File: src/rtl/pcs_pkg.sv
// Shared types for the clamp release sequencer.
// Assumes three control bits in a fixed order: {vcore_down, early_clamp, clamp}.
package pcs_pkg;

    // Sequencer states: idle, the two waits of a release, the two waits of an apply.
    typedef enum logic [2:0] {
        ST_IDLE  = 3'd0,
        ST_REL_A = 3'd1,
        ST_REL_B = 3'd2,
        ST_APP_A = 3'd3,
        ST_APP_B = 3'd4
    } step_e;

    // The three isolation controls, 1 = isolated / unpowered.
    typedef struct packed {
        logic vcore_down;
        logic early_clamp;
        logic clamp;
    } iso_ctl_t;

    localparam iso_ctl_t CTL_SAFE = '{vcore_down: 1'b1, early_clamp: 1'b1, clamp: 1'b1};
    localparam iso_ctl_t CTL_LIVE = '{vcore_down: 1'b0, early_clamp: 1'b0, clamp: 1'b0};

endpackage

File: src/rtl/pcs_settle_timer.sv
// Down-counter for the settling wait between sequence steps.
// After load is seen at an edge, expired_o rises SETTLE_CYCLES-1 edges later.
// A step taken on expiry therefore lands SETTLE_CYCLES edges after the load.
// Assumes SETTLE_CYCLES >= 1.
module pcs_settle_timer #(
    parameter int SETTLE_CYCLES = 15000
) (
    input  logic clk,
    input  logic rst_n,
    input  logic load_i,
    output logic expired_o
);
    localparam int TMR_W = (SETTLE_CYCLES < 2) ? 1 : $clog2(SETTLE_CYCLES);
    localparam logic [TMR_W-1:0] LOAD_VAL = TMR_W'(SETTLE_CYCLES - 1);

    logic [TMR_W-1:0] remain_q;

    // Reload on request; otherwise count down and hold at zero.
    always_ff @(posedge clk) begin
        if (!rst_n) begin
            remain_q <= '0;
        end else if (load_i) begin
            remain_q <= LOAD_VAL;
        end else if (remain_q != '0) begin
            remain_q <= remain_q - 1'b1;
        end
    end

    // The wait is over once the count has reached zero.
    assign expired_o = (remain_q == '0);

endmodule

File: src/rtl/pcs_req_tracker.sv
// Holds pending requests and the client count, and decides the start of each sequence.
// A request is held one deep per kind and is taken only while the engine is idle.
// An enable is taken before a disable. Only a count change 0->1 or 1->0 starts a sequence.
// Assumes no more than MAX_CLIENTS active clients; the count holds at that limit.
module pcs_req_tracker #(
    parameter int MAX_CLIENTS = 8
) (
    input  logic clk,
    input  logic rst_n,
    input  logic en_req_i,
    input  logic dis_req_i,
    input  logic engine_idle_i,
    output logic start_rel_o,
    output logic start_app_o,
    output logic underflow_o
);
    localparam int CNT_W = $clog2(MAX_CLIENTS + 1);
    localparam logic [CNT_W-1:0] CNT_MAX = CNT_W'(MAX_CLIENTS);

    logic             pend_en_q;
    logic             pend_dis_q;
    logic [CNT_W-1:0] users_q;
    logic             uflow_q;
    logic             take_en;
    logic             take_dis;
    logic             cnt_zero;

    // Arbitration: the engine must be idle, and enable wins over disable.
    always_comb begin
        take_en  = engine_idle_i && pend_en_q;
        take_dis = engine_idle_i && pend_dis_q && !pend_en_q;
        cnt_zero = (users_q == '0);
    end

    // Hold requests, update the client count and raise the underflow pulse.
    always_ff @(posedge clk) begin
        if (!rst_n) begin
            pend_en_q  <= 1'b0;
            pend_dis_q <= 1'b0;
            users_q    <= '0;
            uflow_q    <= 1'b0;
        end else begin
            pend_en_q  <= en_req_i  || (pend_en_q  && !take_en);
            pend_dis_q <= dis_req_i || (pend_dis_q && !take_dis);
            uflow_q    <= take_dis && cnt_zero;
            if (take_en && users_q != CNT_MAX) begin
                users_q <= users_q + 1'b1;
            end else if (take_dis && !cnt_zero) begin
                users_q <= users_q - 1'b1;
            end
        end
    end

    // Start a sequence only when the count leaves or reaches zero.
    always_comb begin
        start_rel_o = take_en && cnt_zero;
        start_app_o = take_dis && (users_q == CNT_W'(1));
    end

    assign underflow_o = uflow_q;

    AST_UFLOW_AT_ZERO: assert property (@(posedge clk) disable iff (!rst_n)
        uflow_q |-> ($past(users_q) == '0 && $stable(users_q))) else $error("underflow with nonzero count");

    AST_ONE_START: assert property (@(posedge clk) disable iff (!rst_n)
        !(start_rel_o && start_app_o)) else $error("two starts at once");

endmodule

File: src/rtl/pcs_step_engine.sv
// Steps the three isolation bits through a release or an apply sequence.
// Release order: clamp, early clamp, core supply. Apply order is the reverse.
// One settling wait separates neighbouring steps.
// Assumes start requests arrive only while idle, and never both at once.
module pcs_step_engine
    import pcs_pkg::*;
(
    input  logic     clk,
    input  logic     rst_n,
    input  logic     start_rel_i,
    input  logic     start_app_i,
    input  logic     expired_i,
    output logic     load_o,
    output iso_ctl_t ctl_o,
    output logic     busy_o,
    output logic     idle_o
);
    step_e    state_q, state_d;
    iso_ctl_t ctl_q, ctl_d;

    // Next-state logic: take one step per start or per expired wait.
    always_comb begin
        state_d = state_q;
        ctl_d   = ctl_q;
        load_o  = 1'b0;
        unique case (state_q)
            ST_IDLE: begin
                if (start_rel_i) begin
                    ctl_d.clamp = 1'b0;
                    state_d     = ST_REL_A;
                    load_o      = 1'b1;
                end else if (start_app_i) begin
                    ctl_d.vcore_down = 1'b1;
                    state_d          = ST_APP_A;
                    load_o           = 1'b1;
                end
            end
            ST_REL_A: begin
                if (expired_i) begin
                    ctl_d.early_clamp = 1'b0;
                    state_d           = ST_REL_B;
                    load_o            = 1'b1;
                end
            end
            ST_REL_B: begin
                if (expired_i) begin
                    ctl_d.vcore_down = 1'b0;
                    state_d          = ST_IDLE;
                end
            end
            ST_APP_A: begin
                if (expired_i) begin
                    ctl_d.early_clamp = 1'b1;
                    state_d           = ST_APP_B;
                    load_o            = 1'b1;
                end
            end
            ST_APP_B: begin
                if (expired_i) begin
                    ctl_d.clamp = 1'b1;
                    state_d     = ST_IDLE;
                end
            end
            default: begin
                state_d = ST_IDLE;
                ctl_d   = CTL_SAFE;
            end
        endcase
    end

    // State and control registers; reset leaves the domain isolated.
    always_ff @(posedge clk) begin
        if (!rst_n) begin
            state_q <= ST_IDLE;
            ctl_q   <= CTL_SAFE;
        end else begin
            state_q <= state_d;
            ctl_q   <= ctl_d;
        end
    end

    // Status outputs decoded from the registered state.
    assign ctl_o  = ctl_q;
    assign busy_o = (state_q != ST_IDLE);
    assign idle_o = (state_q == ST_IDLE);

    AST_START_WHEN_IDLE: assert property (@(posedge clk) disable iff (!rst_n)
        (start_rel_i || start_app_i) |-> (state_q == ST_IDLE)) else $error("start while busy");

    AST_REL_ORDER_EARLY: assert property (@(posedge clk) disable iff (!rst_n)
        $fell(ctl_q.early_clamp) |-> !ctl_q.clamp && ctl_q.vcore_down) else $error("release order");

    AST_REL_ORDER_VCORE: assert property (@(posedge clk) disable iff (!rst_n)
        $fell(ctl_q.vcore_down) |-> !ctl_q.clamp && !ctl_q.early_clamp) else $error("release order");

    AST_APP_ORDER_EARLY: assert property (@(posedge clk) disable iff (!rst_n)
        $rose(ctl_q.early_clamp) |-> ctl_q.vcore_down && !ctl_q.clamp) else $error("apply order");

    AST_APP_ORDER_CLAMP: assert property (@(posedge clk) disable iff (!rst_n)
        $rose(ctl_q.clamp) |-> ctl_q.vcore_down && ctl_q.early_clamp) else $error("apply order");

    AST_ONE_BIT_PER_EDGE: assert property (@(posedge clk) disable iff (!rst_n)
        $countones(ctl_q ^ $past(ctl_q)) <= 1) else $error("several bits changed");

    AST_IDLE_SETTLED: assert property (@(posedge clk) disable iff (!rst_n)
        !busy_o |-> (ctl_q == CTL_SAFE || ctl_q == CTL_LIVE)) else $error("idle in mixed state");

endmodule

File: src/rtl/pwr_clamp_seq.sv
// Top level of the reference-counted clamp release sequencer.
// Connects the request tracker, the step engine and the settle timer.
// Assumes one-cycle request pulses, a synchronous active-low reset, and SETTLE_CYCLES >= 1.
module pwr_clamp_seq #(
    parameter int SETTLE_CYCLES = 15000,
    parameter int MAX_CLIENTS   = 8
) (
    input  logic clk,
    input  logic rst_n,
    input  logic en_req_i,
    input  logic dis_req_i,
    output logic vcore_down_o,
    output logic early_clamp_o,
    output logic clamp_o,
    output logic busy_o,
    output logic underflow_o
);
    import pcs_pkg::*;

    logic     start_rel;
    logic     start_app;
    logic     eng_idle;
    logic     tmr_load;
    logic     tmr_expired;
    iso_ctl_t ctl;

    pcs_req_tracker #(
        .MAX_CLIENTS (MAX_CLIENTS)
    ) u_tracker (
        .clk           (clk),
        .rst_n         (rst_n),
        .en_req_i      (en_req_i),
        .dis_req_i     (dis_req_i),
        .engine_idle_i (eng_idle),
        .start_rel_o   (start_rel),
        .start_app_o   (start_app),
        .underflow_o   (underflow_o)
    );

    pcs_step_engine u_engine (
        .clk         (clk),
        .rst_n       (rst_n),
        .start_rel_i (start_rel),
        .start_app_i (start_app),
        .expired_i   (tmr_expired),
        .load_o      (tmr_load),
        .ctl_o       (ctl),
        .busy_o      (busy_o),
        .idle_o      (eng_idle)
    );

    pcs_settle_timer #(
        .SETTLE_CYCLES (SETTLE_CYCLES)
    ) u_timer (
        .clk       (clk),
        .rst_n     (rst_n),
        .load_i    (tmr_load),
        .expired_o (tmr_expired)
    );

    // Split the control struct onto the output pins.
    assign vcore_down_o  = ctl.vcore_down;
    assign early_clamp_o = ctl.early_clamp;
    assign clamp_o       = ctl.clamp;

    AST_UFLOW_BITS_HELD: assert property (@(posedge clk) disable iff (!rst_n)
        underflow_o |-> $stable(ctl) && !busy_o) else $error("underflow moved bits");

endmodule

File: config.mk
export PLATFORM = sky130hd
export DESIGN_NAME = pwr_clamp_seq
export DESIGN_NICKNAME = d
export VERILOG_FILES = /design/src/rtl/pcs_pkg.sv /design/src/rtl/pcs_settle_timer.sv /design/src/rtl/pcs_req_tracker.sv /design/src/rtl/pcs_step_engine.sv /design/src/rtl/pwr_clamp_seq.sv
export SDC_FILE = /design/constraint.sdc
export NUM_CORES = 1
export LEC_CHECK = 0
export CORE_UTILIZATION = 60
export CTS_CLUSTER_SIZE = 28
export DETAILED_ROUTE_END_ITERATION = 10
export DONT_BUFFER_PORTS = 1
export HOLD_SLACK_MARGIN = 0.1
export PLACE_DENSITY_LB_ADDON = 0.08
export SLEW_MARGIN = 20
export SYNTH_ARGS = -nofsm -noshare
export SYNTH_HDL_FRONTEND = slang
export SYNTH_HIERARCHICAL = 1
export SYNTH_SLANG_ARGS = --single-unit
File: constraint.sdc
create_clock -name clk -period 2.8 [get_ports clk]
set_clock_uncertainty 0.15 [all_clocks]
set_input_delay 0.56 -clock clk [delete_from_list [all_inputs] [get_ports clk]]
set_output_delay 0.56 -clock clk [all_outputs]
set_load 0.02 [all_outputs]
==> flow_summary_export.csv, run 1 <==
group,metric,value,unit
placed_design,place.gp.congestion,0.8261,
global_route,grt_pass1_wl,5037,µm
routing,viasPerCell,6.232,
timing,fmaxAchievable,391.7,MHz
synthesis,syn_inst,170,
job,cap_violations,0,
clock_tree,cts-buffers-inserted,3,
synthesis,synth.area.top_cells,"dfxtp_1, ha_1, a21oi_1",
clock_tree,clk_latency,320,ps
placed_design,portBuffers,0,
synthesis,synthArstFlopShare,0,
timing,fin_setup_tns,0,ps
synthesis,syn_area,1501,µm²
power,p_leak,0.0005893,µW
critical_path,reg2reg_to,"u_timer/remain_q[3]",
die,die_h,52.03,µm
die,initial_core_util,0.6597,
timing,maxSlewHeadroom,0.6727,
routing,drt_pass1_iterations,4,
power,vdd_drop_max,0.7113,mV
synthesis,synthTopCellsByCount,"dfxtp_1, nand2_1, a21oi_1",
routing,drc,0,
timing,finalSetupViolations,0,
timing,whs,154.6,ps
synthesis,ys_warn_count,6,
final_layout,finalNetCount,180,
synthesis,yosys.area.top_type,"dfxtp_1",
timing,post-route-period-util,0.9117,
hold_path,worstHoldPathType,"input pin to flip-flop",
clock_tree,clockBufferDepth,2,
critical_path,r2r_cells,9,
critical_path,critPathRequiredTime,2870,ps
clock_tree,path_clk_slew,140,ps
global_route,grt_pass1_vias,1227,
routing,drt_wl_total,2929,µm
timing,final-hold-violation-count,0,
hold_path,worstHoldEndpoint,"u_engine/ctl_o[1]",
synthesis,yosysMostFrequentCell,"dfxtp_1",
die,num_io_pins,9,
synthesis,yosysTopAreaCellShare,0.3600,
outcome,status,"finished, final reports clean",
clock_tree,clk_root_buffer_cell,"clkbuf_4",
clock_tree,cts_resized,0,
global_route,grt-ovfl-total,0,
die,fp-row-count,17,
final_layout,finalNonFillerCells,198,
die,die_x,52.03,µm
final_layout,final_cell_area,1539,µm²
placed_design,dpl.hpwl,2102,µm
routing,wl_per_cell,14.79,µm
synthesis,yosys_register_bits,27,
synthesis,synth_edf_count,0,
final_layout,area_growth,2.500,%
critical_path,r2r_start,"u_engine/state_q[2]",
timing,final_max_slew_viol_count,0,
critical_path,start_kind,"flip-flop",
global_route,gr-usage-all-layers,0.2505,
routing,drtIter0Drc,44,
critical_path,cp_data_arrival_time,2620,ps
final_layout,drive_gt1_frac,0.08235,
timing,rsz0062_at_grt,"false",
placed_design,dp.cells,194,
synthesis,synth_ff_type,"dfxtp_1",
synthesis,synth_area_per_cell,8.832,µm²
placed_design,place_area,1511,µm²
hold_path,min_from,"rst_n",
timing,post-route-worst-setup-slack,247.3,ps
global_route,antenna_found_initial,0,
power,power_density,1163,nW/µm²
final_layout,num-fill-cells,183,
hold_path,min_path_cells,1,
die,core_area,2276,µm²
clock_tree,cts_setup_buffers,0,
placed_design,dp_slack,290.8,ps
clock_tree,cts.sinks,27,
synthesis,ys_types,49,
final_layout,diodes,0,
critical_path,crit_type,"flip-flop to flip-flop",
clock_tree,htree_num_levels,1,
global_route,grt_max_degree,26,
critical_path,crit_path_end_kind,"flip-flop",
routing,num_vias,1234,
timing,worst_pin_slew,489.2,ps
critical_path,cp_max_fo,12,
synthesis,syn_nets,179,
clock_tree,cts_hold_buffers,0,
synthesis,ys_seq_area_frac,0.3600,
routing,ant_nets,0,
die,die-area,2707,µm²
critical_path,r2r_slack,250,ps
timing,period_needed,2553,ps
clock_tree,cts_tree,"yes",
[metal layers]
layer	track usage	wire [µm]
met5	0	0
met4	0.1351	35
met3	0.02632	97
met2	0.4509	1482
met1	0.2847	1314
[per-stage QoR]
| stage | utilization | power (µW) |
|---|---|---|
| finish | 0.6762 | 1789 |
| global route | 0.6762 | 1943 |
| CTS | 0.6762 | 1796 |
| detailed placement | 0.6641 | 1624 |
| global placement | 0.6641 | 1576 |
| floorplan | - | 1430 |
[final cells by class]
cell class                 count  area [µm²]  share of cell area
clock buffer                   3       22.52             0.01463
clock inverter                 1       5.005            0.003252
inverter                       9       33.78             0.02195
multi-input combinational    128       887.1              0.5764
sequential                    27       540.5              0.3512
tap                           28       35.03             0.02276
timing repair buffer           2       15.01            0.009756
[sequential cells by signal, indices dropped and copies added (netlist names)]
register               flops
u_timer/remain_q          14
u_engine/ctl_o             3
u_engine/state_q           3
u_tracker/pend_en_q        1
u_tracker/underflow_o      1
u_tracker/users_q          4
u_tracker/pend_dis_q       1
[worst max path at each step]
| stage | from | endpoint | slack [ps] | cells after the start |
|---|---|---|---|---|
| finish | u_engine/state_q[2] | u_timer/remain_q[3] | 250 | 9 |
| global route | u_engine/state_q[0] | u_timer/remain_q[3] | 40 | 9 |
| CTS | u_engine/state_q[0] | u_timer/remain_q[3] | 260 | 9 |
| detailed placement | u_engine/state_q[2] | u_timer/remain_q[3] | 290 | 9 |
| global placement | u_engine/state_q[2] | u_timer/remain_q[3] | 380 | 9 |
| floorplan | u_engine/state_q[2] | u_timer/remain_q[11] | 340 | 11 |
[kinds of logic (layout without fill, tap and decap cells)]
family,Yosys count,count (layout),synth area share
adders and majority gates,5,5,0.04167
xor gates and xnor gates,2,2,0.01167
muxes,4,4,0.02667
AOI/OAI and AO/OA,41,41,0.1900
and+or+nand+nor,76,76,0.3208
DFF,27,27,0.3600
buffers and inverters,15,15,0.04917
[worst max-delay path, stage by stage (launching register included)]
cell	delay, ps
dfxtp_1	430
or3_1	520
inv_1	160
and3b_1	210
and3_1	190
o21ai_0	120
a21oi_1	180
buf_4	200
nand2b_1	230
a21oi_1	70
[power by group]
part / switching [µW] / internal, µW
combinational: 499 / 411
sequential: 196 / 517
clock: 114 / 53.5
[cells in the final DEF, fill, tap and decap left out, drive strengths merged, types with 4 or more instances in the layout]
cell type and instances:
a21oi 10, dfxtp 27, ha 5, inv 9, mux2i 4, nand2 12, nand2b 6, nand3 4
nand4 5, nor2 9, nor2b 6, nor3 7, nor3b 4, nor4 5, o21a 5, o21ai 8
or3 5, or3b 4
Power figures use the tool's default switching activity.
==> run 2, diff against run 1 <==
--- a/config.mk
+++ b/config.mk
@@ -6,6 +6,7 @@
 export NUM_CORES = 1
 export LEC_CHECK = 0
 export CORE_UTILIZATION = 60
+export CTS_BUF_LIST = sky130_fd_sc_hd__clkbuf_8
 export CTS_CLUSTER_SIZE = 28
 export DETAILED_ROUTE_END_ITERATION = 10
 export DONT_BUFFER_PORTS = 1
==> flow_summary_export.csv, run 2 (same netlist as run 1, synthesis figures left out) <==
group,metric,value,unit
clock_tree,htree_num_levels,1,
timing,final_max_slew_viol_count,0,
critical_path,crit_type,"flip-flop to flip-flop",
final_layout,layout_commonest_cell,"dfxtp_1",
power,total_power,1844,µW
clock_tree,cts_resized,0,
clock_tree,path_clk_slew,90,ps
final_layout,multiInputGateArea,887.1,µm²
routing,drtIter0Drc,48,
timing,fmaxAchievable,393.3,MHz
critical_path,cp_slowest_cell,"or3_1",
placed_design,place.gp.congestion,0.8261,
final_layout,regMostFlops,"u_timer/remain_q",
final_layout,post-route-util,0.6844,
critical_path,crit_chain,"or3_1 > inv_1 > and3b_1 > and3_1 > o21ai_0 > a21oi_1 > buf_4 > nand2b_1 > a21oi_1",
final_layout,reg.largest.list,"u_timer/remain_q (14), u_tracker/users_q (4)",
final_layout,finalNetCount,180,
global_route,grt_pass1_vias,1227,
clock_tree,cts-buffers-inserted,3,
routing,num_vias,1231,
timing,rsz0062_at_grt,"false",
power,combPwrFrac,0.495,
hold_path,worstHoldPathType,"input pin to flip-flop",
clock_tree,clockBufferDepth,2,
global_route,gr-usage-all-layers,0.2505,
critical_path,cp_common_cell,"a21oi_1",
critical_path,start_kind,"flip-flop",
placed_design,portBuffers,0,
placed_design,place_area,1511,µm²
critical_path,crit_buf_inv,2,
power,power.switching,816.1,µW
final_layout,largest_register_ff_count,14,
die,die_x,52.03,µm
die,core_area,2276,µm²
global_route,grt_pass1_wl,5037,µm
routing,wl_per_cell,14.81,µm
timing,finalSetupViolations,0,
clock_tree,cts_setup_buffers,0,
global_route,antenna_found_initial,0,
final_layout,drive_gt1_frac,0.08235,
clock_tree,cts_tree,"yes",
final_layout,final_cell_mix,"dfxtp_1, nand2_1, a21oi_1",
timing,worst_pin_slew,470.5,ps
critical_path,cp_max_fo,12,
timing,period_needed,2543,ps
final_layout,diodes,0,
placed_design,dpl.hpwl,2102,µm
critical_path,cp_data_arrival_time,2540,ps
routing,drt_wl_total,2933,µm
die,initial_core_util,0.6597,
critical_path,cpLargestDelayFamily,"simple AND/OR/NAND/NOR gates",
critical_path,crit_path_end_kind,"flip-flop",
global_route,grt_max_degree,26,
die,die-area,2707,µm²
routing,ant_nets,0,
critical_path,crit_path_max_incr_delay,520,ps
final_layout,area_growth,3.750,%
power,power.internal,1028,µW
routing,viasPerCell,6.217,
routing,drt_pass1_iterations,4,
critical_path,critPathRequiredTime,2800,ps
clock_tree,clk_latency,270,ps
outcome,status,"finished, final reports clean",
final_layout,final_cell_area,1558,µm²
power,p_leak,0.0005970,µW
final_layout,num-fill-cells,180,
power,seq_power_share,0.387,
global_route,grt-ovfl-total,0,
clock_tree,cts_hold_buffers,0,
timing,post-route-period-util,0.9082,
final_layout,regArea,540.5,µm²
die,die_h,52.03,µm
timing,final-hold-violation-count,0,
power,switching_share,0.4427,
die,fp-row-count,17,
timing,fin_setup_tns,0,ps
timing,maxSlewHeadroom,0.6852,
power,power_density,1184,nW/µm²
job,cap_violations,0,
clock_tree,cts.sinks,27,
power,vdd_drop_max,0.7599,mV
power,clockPowerShare,0.118,
die,num_io_pins,9,
routing,drc,0,
clock_tree,clk_root_buffer_cell,"clkbuf_8",
run 2: cell counts in the layout (fill, tap and decap cells not counted):
No cell type changed its count.
run 2: cell type report:
| cell class | instances | share of cell area |
|---|---|---|
| inverters | 9 | 0.02169 |
| flip-flops and latches | 27 | 0.3470 |
| repair buffers | 2 | 0.009639 |
| multi-input cells | 128 | 0.5695 |
| clock inverters | 1 | 0.003213 |
| well taps | 28 | 0.02249 |
| clock buffers | 3 | 0.02651 |
run 2: worst paths after layout:
| check | startpoint | endpoint | slack, ps | cells after the start |
|---|---|---|---|---|
| worst max-delay path | u_engine/state_q[2] | u_timer/remain_q[3] | 260 | 9 |
| worst min-delay path | rst_n | u_engine/ctl_o[1] | 210 | 1 |
| worst max register to register | u_engine/state_q[2] | u_timer/remain_q[3] | 260 | 9 |
| worst min register to register | u_timer/remain_q[8] | u_timer/remain_q[8] | 370 | 2 |
run 2: power by group through the flow:
stage	Combinational, µW	Sequential, µW	Clock, µW
final	913	714	218
after global routing	1020	736	239
after CTS	911	710	227
after detailed placement	906	718	0
after global placement	869	707	0
after floorplan	762	668	0
run 2: layer usage:
| layer | up-vias | wire (µm) | track usage |
|---|---|---|---|
| met5 | - | 0 | 0 |
| met3 | 4 | 96 | 0.02924 |
| met4 | 0 | 34 | 0.1396 |
| met2 | 26 | 1506 | 0.4487 |
| met1 | 571 | 1295 | 0.2829 |
| li1 | 630 | - | - |
run 2: stage by stage:
stage	hold WS (ps)	setup slack (ps)	cells
finish	214.9	257.1	198
global route	203.8	45.93	198
CTS	206.6	262.4	198
detailed placement	349.1	290.8	194
global placement	338.6	383.1	194
floorplan	315.2	337.0	170
